[src/rtl/alt_tracker_pkg.sv]
package alt_tracker_pkg;

    typedef enum logic [1:0] {
        CLS_NOACC   = 2'd0,
        CLS_GENERAL = 2'd1,
        CLS_STORE   = 2'd2,
        CLS_BRANCH  = 2'd3
    } insn_cls_e;

    typedef struct packed {
        logic mem;
        logic freg;
        logic psw;
        logic cc;
    } wr_strobes_t;

    typedef struct packed {
        insn_cls_e cls;
        logic      cc_in;
    } insn_attr_t;

    // Decide whether this cycle's strobes count as an alteration for the class.
    function automatic logic counts_as_alter(insn_attr_t a, wr_strobes_t s);
        logic cc_hit;
        cc_hit = s.cc && a.cc_in;
        unique case (a.cls)
            CLS_NOACC:   return 1'b0;
            CLS_BRANCH:  return s.mem || cc_hit;
            default:     return s.mem || s.freg || s.psw || cc_hit;
        endcase
    endfunction

endpackage

[src/rtl/alt_event.sv]
module alt_event
    import alt_tracker_pkg::*;
(
    input  insn_attr_t  attr,
    input  wr_strobes_t strobes,
    output logic        hit
);
    always_comb hit = counts_as_alter(attr, strobes);
endmodule

[src/rtl/alt_accum.sv]
module alt_accum
    import alt_tracker_pkg::*;
(
    input  logic       clk,
    input  logic       rst,
    input  logic       start,
    input  insn_attr_t attr_in,
    input  logic       hit,
    output insn_attr_t attr_q,
    output logic       flag_q
);
    always_ff @(posedge clk) begin
        if (rst) begin
            attr_q <= '{cls: CLS_NOACC, cc_in: 1'b0};
            flag_q <= 1'b0;
        end else if (start) begin
            attr_q <= attr_in;
            flag_q <= hit;
        end else begin
            flag_q <= flag_q | hit;
        end
    end
endmodule

[src/rtl/alt_merge.sv]
module alt_merge #(
    parameter int PSW_W   = 64,
    parameter int ALT_POS = 60
) (
    input  logic             clk,
    input  logic             rst,
    input  logic             trap,
    input  logic             flag,
    input  logic [PSW_W-1:0] psw_in,
    output logic [PSW_W-1:0] psw_q,
    output logic             vld_q
);
    // Bit numbering is MSB = 0.
    localparam int IDX = PSW_W - 1 - ALT_POS;

    logic [PSW_W-1:0] merged;

    always_comb begin
        merged      = psw_in;
        merged[IDX] = flag;
    end

    always_ff @(posedge clk) begin
        if (rst) begin
            psw_q <= '0;
            vld_q <= 1'b0;
        end else begin
            vld_q <= trap;
            if (trap) psw_q <= merged;
        end
    end
endmodule

[src/rtl/alt_tracker.sv]
module alt_tracker
    import alt_tracker_pkg::*;
#(
    parameter int PSW_W   = 64,
    parameter int ALT_POS = 60
) (
    input  logic             clk,
    input  logic             rst,
    input  logic             insn_start,
    input  logic [1:0]       insn_class,
    input  logic             cc_is_input,
    input  logic             mem_wr,
    input  logic             freg_wr,
    input  logic             psw_wr,
    input  logic             cc_wr,
    input  logic             trap,
    input  logic [PSW_W-1:0] old_psw,
    output logic             altered,
    output logic [PSW_W-1:0] trap_psw,
    output logic             trap_psw_vld
);
    insn_attr_t  attr_new, attr_q, attr_cur;
    wr_strobes_t strobes;
    logic        hit, flag_q, capture_flag;

    always_comb begin
        attr_new = '{cls: insn_cls_e'(insn_class), cc_in: cc_is_input};
        attr_cur = insn_start ? attr_new : attr_q;
        strobes  = '{mem: mem_wr, freg: freg_wr, psw: psw_wr, cc: cc_wr};
        // Strobes in a start cycle belong to the incoming instruction.
        capture_flag = flag_q | (hit & ~insn_start);
    end

    alt_event u_event (
        .attr    (attr_cur),
        .strobes (strobes),
        .hit     (hit)
    );

    alt_accum u_accum (
        .clk     (clk),
        .rst     (rst),
        .start   (insn_start),
        .attr_in (attr_new),
        .hit     (hit),
        .attr_q  (attr_q),
        .flag_q  (flag_q)
    );

    alt_merge #(.PSW_W(PSW_W), .ALT_POS(ALT_POS)) u_merge (
        .clk    (clk),
        .rst    (rst),
        .trap   (trap),
        .flag   (capture_flag),
        .psw_in (old_psw),
        .psw_q  (trap_psw),
        .vld_q  (trap_psw_vld)
    );

    assign altered = flag_q;
endmodule

[config.mk]
export PLATFORM = sky130hd
export DESIGN_NAME = alt_tracker
export DESIGN_NICKNAME = d
export VERILOG_FILES = /design/src/rtl/alt_tracker_pkg.sv /design/src/rtl/alt_event.sv /design/src/rtl/alt_accum.sv /design/src/rtl/alt_merge.sv /design/src/rtl/alt_tracker.sv
export SDC_FILE = /design/constraint.sdc
export NUM_CORES = 1
export LEC_CHECK = 0
export BUFFER_PORTS_ARGS = -buffer_cell sky130_fd_sc_hd__buf_2
export CAP_MARGIN = 10
export CORE_MARGIN = 3
export CORE_UTILIZATION = 32
export DETAILED_ROUTE_END_ITERATION = 6
export GPL_TIMING_DRIVEN = 0
export PLACE_DENSITY = 0.64
export SYNTH_ARGS = -nofsm -noshare
export SYNTH_HDL_FRONTEND = slang
export SYNTH_SLANG_ARGS = --single-unit
[constraint.sdc]
create_clock -name clk -period 1.4 [get_ports clk]
set_clock_uncertainty 0.2 [all_clocks]
set_input_delay 0 -clock clk [delete_from_list [all_inputs] [get_ports clk]]
set_output_delay 0 -clock clk [all_outputs]
set_load 0.005 [all_outputs]
==> impl.org, run 1 <==
** Outcome
- The run finished, with violations left.
- The checks that failed: negative hold slack.

** Die
- Ports :: 141
- The die covers 8850 um2.
- The die is 94.1 um wide.
- Effective utilization at floorplan :: 0.335
- Row generation in the floorplan step produced 31 rows.
- After floorplanning, the core was sized to cover 7410 um2.
- The die is 94.1 um tall.

** Worst setup path
- Launching point of the worst reg2reg path :: u_accum.attr_q[0]
- The worst register-to-register path ends at u_accum.flag_q.
- The worst setup path is captured at a flip-flop.
- Minimum setup slack among reg-to-reg paths :: 50 ps
- For the worst setup path, the data arrival time is 1380 ps.
- Maximum fanout count along the critical path :: 1
- Type of element launching the critical path :: primary input
- Path depth of the worst reg2reg path :: 3
- STA puts the critical path data required time at 1420 ps.
- The critical path in this run is classified as in2reg.

** Yosys
- Of the total synthesized cell area, the portion taken by XOR and XNOR cells is 0.
- Cell types with the highest counts after synthesis :: 69 x sky130_fd_sc_hd__dfxtp_1, 67 x sky130_fd_sc_hd__nor2_1, 66 x sky130_fd_sc_hd__mux2i_1
- The compound-gate portion of the synthesized area came to 0.0212.
- The biggest area contributor in the post-synthesis netlist is sky130_fd_sc_hd__dfxtp_1.
- Fraction of registers with async set/reset :: 0
- Among all cell types in the netlist, the one instantiated most often is sky130_fd_sc_hd__dfxtp_1.
- Synthesis warning total :: 0
- Post-synthesis sequential element count :: 69
- Synth Instances :: 230
- After synthesis, the largest family of logic cells by area is multiplexers.
- Of the total synthesized cell area, the portion taken by full adders, half adders and majority gates is 0.
- After synthesis, the mean cell area works out to 10.8 um2.
- Of the total synthesized cell area, the portion taken by AND, OR, NAND and NOR gates is 0.111.
- For this run, the register share of the synthesized area comes to 0.556.
- Of the post-synthesis cell area, the dominant cell type holds 0.556.
- Synth Flop Type :: sky130_fd_sc_hd__dfxtp_1
- Mux cell area share after synthesis :: 0.272
- Number of enable flip-flop cells after synthesis :: 0
- Netlist Area Pre-Place :: 2480 um2
- Counting every net in the synthesized netlist gives 305.
- Number of distinct standard cells referenced by the synthesized netlist :: 18
- Ranked by total cell area, the synthesized netlist is headed by sky130_fd_sc_hd__dfxtp_1 56%, sky130_fd_sc_hd__mux2i_1 27%, sky130_fd_sc_hd__nor2_1 10%.

** STA
- The count of final hold-check violations is 1.
- Min cycle time layout :: 1360 ps
- PnR worst setup slack :: 40.1 ps
- Setup violations remaining at the end of the flow were counted as 0.
- Achievable frequency :: 735 MHz
- Setup repair after global routing missed its margin :: false
- Final clock period utilization by the worst path :: 0.971
- Hold_ws :: -0.151 ps
- Actual transition at the worst max-transition pin :: 456 ps
- Relative max-transition margin :: 0.696
- The number of max-slew violations in the final report is 0.
- Fin Setup TNS :: 0 ps

** Min path
- The worst hold path was traced through 3 stages.
- Path category of the worst min-delay check :: in2reg
- Capture endpoint of the worst hold path :: u_accum.flag_q
- The worst hold path begins at rst.

** Route
- In this run, the number of DRC markers left after iteration 0 of detailed routing was 46.
- Detailed routing placed a total of 3400 um of wire on met2.
- Routed length on met1 :: 2960 um
- Total vias in the final route :: 2428
- For this run, design rule violations remaining after detail routing come to 0.
- The routed design has 6960 um of wire.
- Using the TritonRoute via totals, the vias-per-cell ratio works out to 4.34.
- Met3 wire len :: 521 um
- In the final routed layout, each cell accounts on average for 12.4 um.
- Signal routing reaches up to met4.
- The pre-antenna-repair detailed-routing pass consisted of 3 iterations.
- In this run the remaining antenna-violating nets after routing total 0.

** Final layout
- Of the cells placed in the final design, the portion with a size suffix greater than 1 is 0.363.
- P&R area growth vs syn :: 72.6%
- The number of antenna diodes in the final layout is 0.
- The net count of the finished layout is 530.
- Measured on the finished design, the core utilization comes to 0.579.
- Once layout is complete, the cells apart from fillers number 559.
- Across the whole layout, storage elements account for 1380 um2.
- The multi-input combinational cells in the finished layout cover a total of 1030 um2.
- Fill cells in the final layout number 647.

** Global routing
- The first global-routing pass estimated 10800 um of wire.
- GRT Util Overall :: 0.153
- Largest net degree at the start of global routing :: 12
- The initial antenna violation count is 0.
- Number of global-route vias before repair :: 2408
- Total congestion overflow after global routing :: 0

** Placement
- Number of placed instances with taps included :: 466
- Detailed placement ended at an HPWL of 4400 um.
- Number of port buffers :: 137
- At the end of routability-driven placement, the weighted congestion stood at 0.666.
- DP Worst Slack :: 111 ps

** CTS
- Clock tree synthesis found a total of 69 sinks.
- The clock passes through at most 2 buffers.
- Number of H-tree branching levels :: 3
- Master cell of the clock root buffer :: sky130_fd_sc_hd__clkbuf_8
- CTS tree :: built
- After clock tree synthesis, the clock-pin slew on the worst setup and hold paths is 70 ps.
- The later pin in the worst-skew pair is clocked with a latency of 330 ps.
- CTS Buf Count :: 9

** Power
- Leak Pwr :: 2.22 nW
- Across the VDD grid, the largest voltage drop is 0.554 mV.
- Power spread over the standard cell area amounts to 1030 nW/um2.

** Flow run
- Maximum Capacitance Violations :: 0
[cells by family (layout without fill, tap and decap cells)]
| family | count (synthesis) | in the layout |
|---|---|---|
| flops | 69 | 69 |
| mux | 67 | 67 |
| compound gates | 6 | 6 |
| simple gates | 71 | 71 |
| buf+inv | 17 | 247 |
[through the flow]
stage | instance area, um2 | power, mW
after floorplan | 2480 | 2.45
after global placement | 3290 | 2.70
after detailed placement | 3290 | 2.72
after CTS | 4230 | 4.46
after global routing | 4290 | 4.64
final | 4290 | 4.42
[registers in the layout, indices dropped and copies added, names as in the netlist]
signal	count
u_merge.psw_q	64
u_accum.attr_q	3
u_accum.flag_q	1
u_merge.vld_q	1
[final cells by class]
| type | instances | share of cell area |
|---|---|---|
| Clock buffer | 12 | 0.0339 |
| Timing Repair Buffer | 214 | 0.340 |
| Multi-Input combinational cell | 144 | 0.241 |
| Clock inverter | 4 | 0.0111 |
| Sequential cell | 69 | 0.323 |
| Inverter | 1 | 0.000876 |
| Tap cell | 99 | 0.0289 |
| Buffer | 16 | 0.0219 |
[cells in the final DEF, fill, tap and decap left out, drive strengths merged]
cell type,synthesis,final
inv,1,1
dlygate4sd3,0,74
buf,11,149
clkinvlp,0,1
nand3b,1,1
nor2b,2,2
clkinv,0,2
a211o,1,1
o32ai,2,2
mux2i,66,66
dfxtp,69,69
clkbuf,5,17
dlymetal6s4s,0,2
mux2,1,1
a221oi,1,1
a31oi,1,1
o21ai,1,1
nor2,67,67
bufinv,0,1
nor3,1,1
[layer usage]
metal | up-vias | track usage
met2 | 86 | 0.267
met4 | 0 | 0.0457
met1 | 1112 | 0.174
met3 | 9 | 0.0553
met5 | - | 0
li1 | 1221 | -
[how the worst max path moves through the flow]
stage / start / to / slack (ps) / cells past startpoint
after floorplan: u_accum.attr_q[0] / u_accum.flag_q / 190 / 3
after global placement: u_accum.attr_q[0] / u_accum.flag_q / 110 / 3
after detailed placement: rst / u_merge.psw_q[31] / 110 / 4
after CTS: insn_start / u_accum.flag_q / 30 / 5
after global routing: u_accum.attr_q[0] / u_accum.flag_q / 3 / 3
final: old_psw[49] / u_merge.psw_q[49] / 40 / 5
[what timing repair did]
action | in CTS | in global routing
setup endpoints to repair | 0 | 3
endpoints found under the hold margin | 69 | 4
gates resized for setup | 0 | 6
hold buffers | 74 | 3
setup buffers | 0 | 1
[report_power, final]
part | switching (mW) | total [mW] | internal (mW) | leakage, nW
clock network | 0.698 | 1.57 | 0.867 | 0.0964
logic | 0.283 | 0.714 | 0.431 | 1.56
registers | 0.0561 | 2.14 | 2.08 | 0.570
total | 1.04 | 4.42 | 3.38 | 2.22
[critical path, cell delays in order]
cell and delay, ps:
sky130_fd_sc_hd__dlygate4sd3_1 540, sky130_fd_sc_hd__buf_2 120, sky130_fd_sc_hd__mux2i_1 120, sky130_fd_sc_hd__nor2_1 50
sky130_fd_sc_hd__dlygate4sd3_1 550
Note: power is estimated with default switching activity, not from simulation.
==> run 2: changes to the inputs <==
- SYNTH_HIERARCHICAL: default -> 1
==> run 2 against run 1 <==
Net effect:
- the run now fails in clock tree synthesis
- synthesized area is 1.3% higher
- synthesized cell count unchanged
==> impl.org, run 2 <==
** Yosys
- Ranked by total cell area, the synthesized netlist is headed by sky130_fd_sc_hd__dfxtp_1 55%, sky130_fd_sc_hd__mux2i_1 27%, sky130_fd_sc_hd__nor2_1 10%.
- Post-Syn Area per Cell :: 10.9 um2 (+1.3%)
- Netlist Area Pre-Place :: 2510 um2 (+1.3%)
- Fraction of registers with async set/reset :: 0 (unchanged)
- Cell types with the highest counts after synthesis :: 69 x sky130_fd_sc_hd__dfxtp_1, 68 x sky130_fd_sc_hd__nor2_1, 67 x sky130_fd_sc_hd__mux2i_1
- Share of the yosys chip area belonging to registers :: 0.549 (-0.00692)
- Synth Instances :: 230 (unchanged)
- Syn Nets :: 305 (unchanged)
- Count leader, synth :: sky130_fd_sc_hd__dfxtp_1
- Yosys top cell by area :: sky130_fd_sc_hd__dfxtp_1
- Synthesis warning total :: 6 (+6)
- The count of cell types in the netlist is 16 (-2).
- Area share of the leading cell type in the synthesized netlist :: 0.549 (-0.00692)
- Post-synthesis sequential element count :: 69 (unchanged)
- The number of flops mapped to enable cells by yosys came to 0 (unchanged).
- Synth Flop Type :: sky130_fd_sc_hd__dfxtp_1

** CTS
- The total setup buffers inserted after CTS was 0 (unchanged).
- The number of buffers created by CTS came to 9 (unchanged).
- The count of hold buffers inserted by post-cts repair came to 101 (+36%).
- CTS sink cnt :: 69 (unchanged)
- Number of H-tree branching levels :: 3 (unchanged)
- Post-cts repair resize count :: 2 (+2)
- The maximum clock insertion buffer count was 2 (unchanged).
- Master cell of the clock root buffer :: sky130_fd_sc_hd__clkbuf_8

** Die
- Horizontal die dimension :: 94.7 um (+0.58%)
- Ports :: 141 (unchanged)
- The starting density of the core was 0.338 (+0.00245).
- The number of rows in the core area was 31 (unchanged).
- The chip height came to 94.7 um (+0.58%).

** Outcome
- The flow did not finish.
- First error message :: [ERROR RSZ-0060] Max buffer count reached.
- Stage where the flow stopped :: clock tree synthesis

** Placement
- Number of placed instances with taps included :: 467 (+0.21%)
- The total of buffers placed on input and output ports came to 138 (+0.73%).
- Total half-perimeter wirelength after legalization and detailed placement :: 4420 um (+0.32%)
- Final Wtd Congestion :: 0.699 (+5.0%)
## run 2: cell families after synthesis
family | Yosys count | share of synthesized area
flops | 69 | 0.549
simple gates | 70 | 0.106
mux | 70 | 0.280
compound gates | 5 | 0.0124
buf+inv | 16 | 0.0517
## run 2: through the flow
step	cell area, um2	utilization	setup slack [ps]	setup TNS, ps	hold slack, ps
after floorplan	2510	-	19.2	0	-131
after global placement	3330	0.447	-56.4	-56.4	30.9
after detailed placement	3330	0.447	-73.2	-73.2	37.9
==> run 3: changes to the inputs <==
- CORE_UTILIZATION: 32 -> 20
- PLACE_DENSITY: 0.64 -> default
- PLACE_DENSITY_LB_ADDON: default -> 0.15
==> run 3 against run 2 <==
Net effect:
- the flow now finishes, with violations (negative hold slack, negative setup slack)
- synthesized area stayed put
- synthesized cell count unchanged
==> impl.org, run 3 <==
** Power
- In this run the power density over the cells is 1160 nW/um2.
- For this design the static power due to leakage is 2.32 nW.
- IR analysis of the VDD net gives a maximum drop of 0.788 mV.

** Final layout
- Diode count :: 0
- In the final layout, the share of cells above drive strength 1 is 0.364.
- Commonest non-fill, non-tap cell in the layout :: sky130_fd_sc_hd__buf_2
- The area growth from synthesis to layout is 82.6%.
- Top library cells by usage in the layout, fill and taps aside :: 140 x sky130_fd_sc_hd__buf_2, 83 x sky130_fd_sc_hd__dlygate4sd3_1, 68 x sky130_fd_sc_hd__nor2_1, 67 x sky130_fd_sc_hd__mux2i_1, 67 x sky130_fd_sc_hd__dfxtp_1
- Most flops, register :: u_merge/psw_q
- Post-Layout Cell Count :: 635
- Biggest regs :: u_merge/psw_q (64), u_accum/attr_q (3)
- Measured on the finished design, the core utilization comes to 0.378.
- Largest register FFs :: 64
- The final layout contains 537 nets.

** Placement
- Number of port buffers :: 138 (unchanged)
- Total half-perimeter wirelength after legalization and detailed placement :: 4690 um (+6.0%)
- The cell count after placement is 536 (+15%).
- The placer's final routability congestion estimate was 0.667 (-4.7%).

** Global routing
- Number of global-route vias before repair :: 2582
- Across every metal layer, demand over resource in global routing totals 0.106.
- Largest net degree at the start of global routing :: 13
- For this run the aggregate overflow at the end of global routing stands at 0.
- The initial antenna violation count came to 0.
- First-pass GRT wire length :: 12000 um

** Die
- Ports :: 141 (unchanged)
- Effective utilization at floorplan :: 0.207 (-0.131)
- Overall die height :: 118 um (+25%)
- Placement Rows :: 40 (+29%)
- The floorplan step defined a die boundary enclosing 14000 um2.
- The floorplan step defined a core boundary enclosing 12200 um2.
- Horizontal die dimension :: 118 um (+25%)

** Yosys
- Post-Syn Area per Cell :: 10.9 um2 (unchanged)
- Synth Flop Type :: sky130_fd_sc_hd__dfxtp_1
- By area the synthesized netlist is led by sky130_fd_sc_hd__dfxtp_1 55%, sky130_fd_sc_hd__mux2i_1 27%, sky130_fd_sc_hd__nor2_1 10%.
- Of all cell types, the one taking the most synthesized area is sky130_fd_sc_hd__dfxtp_1.
- By instance count, the leading cell after synthesis is sky130_fd_sc_hd__dfxtp_1.
- Number of enable flip-flop cells after synthesis :: 0 (unchanged)
- The net count after synthesis is 305 (unchanged).
- Cell types with the highest counts after synthesis :: 69 x sky130_fd_sc_hd__dfxtp_1, 68 x sky130_fd_sc_hd__nor2_1, 67 x sky130_fd_sc_hd__mux2i_1
- Netlist Area Pre-Place :: 2510 um2 (unchanged)
- The fraction of synthesized cell area taken by the top area cell type came to 0.549 (unchanged).
- The number of cells produced by synthesis came to 230 (unchanged).
- The count of cell types in the netlist is 16 (unchanged).
- Synthesis warning total :: 6 (unchanged)
- The proportion of register bits with asynchronous set or reset after synthesis is 0 (unchanged).
- The synthesis-stage register bit count was 69 (unchanged).
- The sequential cell area fraction in the yosys report was 0.549 (unchanged).

** Min path
- Number of instances on the worst hold path :: 3
- Path category of the worst min-delay check :: in2reg
- Source of the worst hold timing path :: trap

** Worst setup path
- Launch point of the critical path :: u_accum/attr_q[0]
- Cell-by-cell trace of the critical path :: mux2_4 > a21oi_4 > a21oi_2 > a21o_1 > mux2i_1 > nor2_1
- Launching point of the worst reg2reg path :: u_accum/attr_q[0]
- Arr. time, crit path :: 1430 ps
- In this run the worst path has a maximum fanout of 2.
- Delay of the slowest critical-path stage :: 320 ps
- Endpoint class of the critical path :: flip-flop
- Type of element launching the critical path :: flip-flop
- Data on the critical path is required at its endpoint by 1400 ps.
- The worst setup path is of the reg2reg kind.
- Critical-path top delay cell :: sky130_fd_sc_hd__dfxtp_2
- For the worst flop-to-flop path, the logic depth is 6.

** CTS
- Latest clock arrival within the worst-skew pair :: 320 ps
- CTS Buf Count :: 9 (unchanged)
- Buffer depth of the longest clock path :: 2 (unchanged)
- CTS sink cnt :: 69 (unchanged)
- TritonCTS built the clock tree.
- Setup Fix Bufs, Post-CTS :: 0 (unchanged)
- The maximum level of the CTS H-tree is 3 (unchanged).
- CTS placed an instance of sky130_fd_sc_hd__clkbuf_16 at the clock tree root.
- CTS clk-pin slew, worst paths :: 60 ps

** STA
- In the finished design, the share of the clock period the worst path needs comes to 1.02.
- Fin Setup TNS :: -33.8 ps
- Setup Viol. Count Final :: 1
- Setup repair after global routing missed its margin :: true
- PnR worst setup slack :: -33.8 ps
- At the pin with the least slew margin, the transition time is 454 ps.
- Final number of hold-violating endpoints :: 37
- Hold_ws :: -134 ps
- Number of slew-limit violations in the final report :: 0
- Achievable frequency :: 697 MHz
- Min cycle time layout :: 1430 ps
- Relative max-transition margin :: 0.697

** Flow run
- Maximum Capacitance Violations :: 0

** Outcome
- Failing checks :: negative hold slack, negative setup slack
- The flow ran to the end, but the final reports show violations.

** Route
- The first TritonRoute pass finished after 4 iterations.
- DRC viols :: 0
- Total wire length :: 7280 um
- After detailed routing, the average wire length per cell comes to 11.5 um.
- Total vias in the final route :: 2438
- Initial DRC count :: 64
- Antenna-violating nets left :: 0
- Vias per std cell :: 3.84
-- run 3: final timing paths --
check                                    endpoint  slack [ps]
worst max register to register   u_merge/psw_q[3]         -30
worst min register to register  u_merge/psw_q[53]         280
worst max-delay path             u_merge/psw_q[3]         -30
worst min-delay path            u_merge/psw_q[11]        -130
-- run 3: kinds of logic (layout without fill, tap and decap cells) --
logic type | after synthesis | in the layout | synth area share
flip-flops | 69 | 69 | 0.549
multiplexers | 70 | 70 | 0.280
AO/OA/AOI/OAI | 5 | 5 | 0.0124
AND/OR/NAND/NOR | 70 | 70 | 0.106
buffers and inverters | 16 | 253 | 0.0517
-- run 3: area by class of cell --
type                    count  area, um2
fillers                  1240       7570
repair buffers            221       1520
flip-flops and latches     69       1380
multi-input cells         145       1020
clock buffers              10        239
well taps                 168        210
plain buffers              14        123
clock inverters             6       86.3
inverters                   2       7.51
-- run 3: power breakdown --
part           total, mW  leakage [nW]  switching [mW]  internal, mW
clock               2.43         0.158           0.830          1.60
sequential          2.14         0.571          0.0541          2.09
combinational      0.745          1.59           0.288         0.457
total               5.32          2.32            1.17          4.15
-- run 3: critical path, delay by kind of cell, from the launching register on --
kind | cells | cell delay [ps]
muxes | 2 | 390
and+or+nand+nor | 1 | 50
DFF | 1 | 320
AOI/OAI and AO/OA | 3 | 350
-- run 3: through the flow --
step	setup slack (ps)	total power, mW	instance area (um2)	hold slack [ps]
after floorplan	19.2	2.46	2510	-131
after global placement	-67.4	2.73	3420	33.8
after detailed placement	-102	2.74	3420	45.8
after CTS	-71.9	5.44	4640	1.56
after global routing	-96.5	5.61	4590	-107
final	-33.8	5.32	4590	-134
-- run 3: per-layer routing --
metal / vias to the layer above / track usage / wire length, um
li1: 1223 / - / -
met2: 86 / 0.180 / 3530
met5: - / 0 / 0
met4: 0 / 0.0447 / 148
met1: 1114 / 0.115 / 3050
met3: 15 / 0.0440 / 562
-- run 3: what timing repair did --
action | CTS | global route
hold buffers | 89 | 4
hold endpoints to repair | 69 | 10
resized for setup | 4 | 2
endpoints found under the setup margin | 1 | 11
pin swaps | 3 | 2
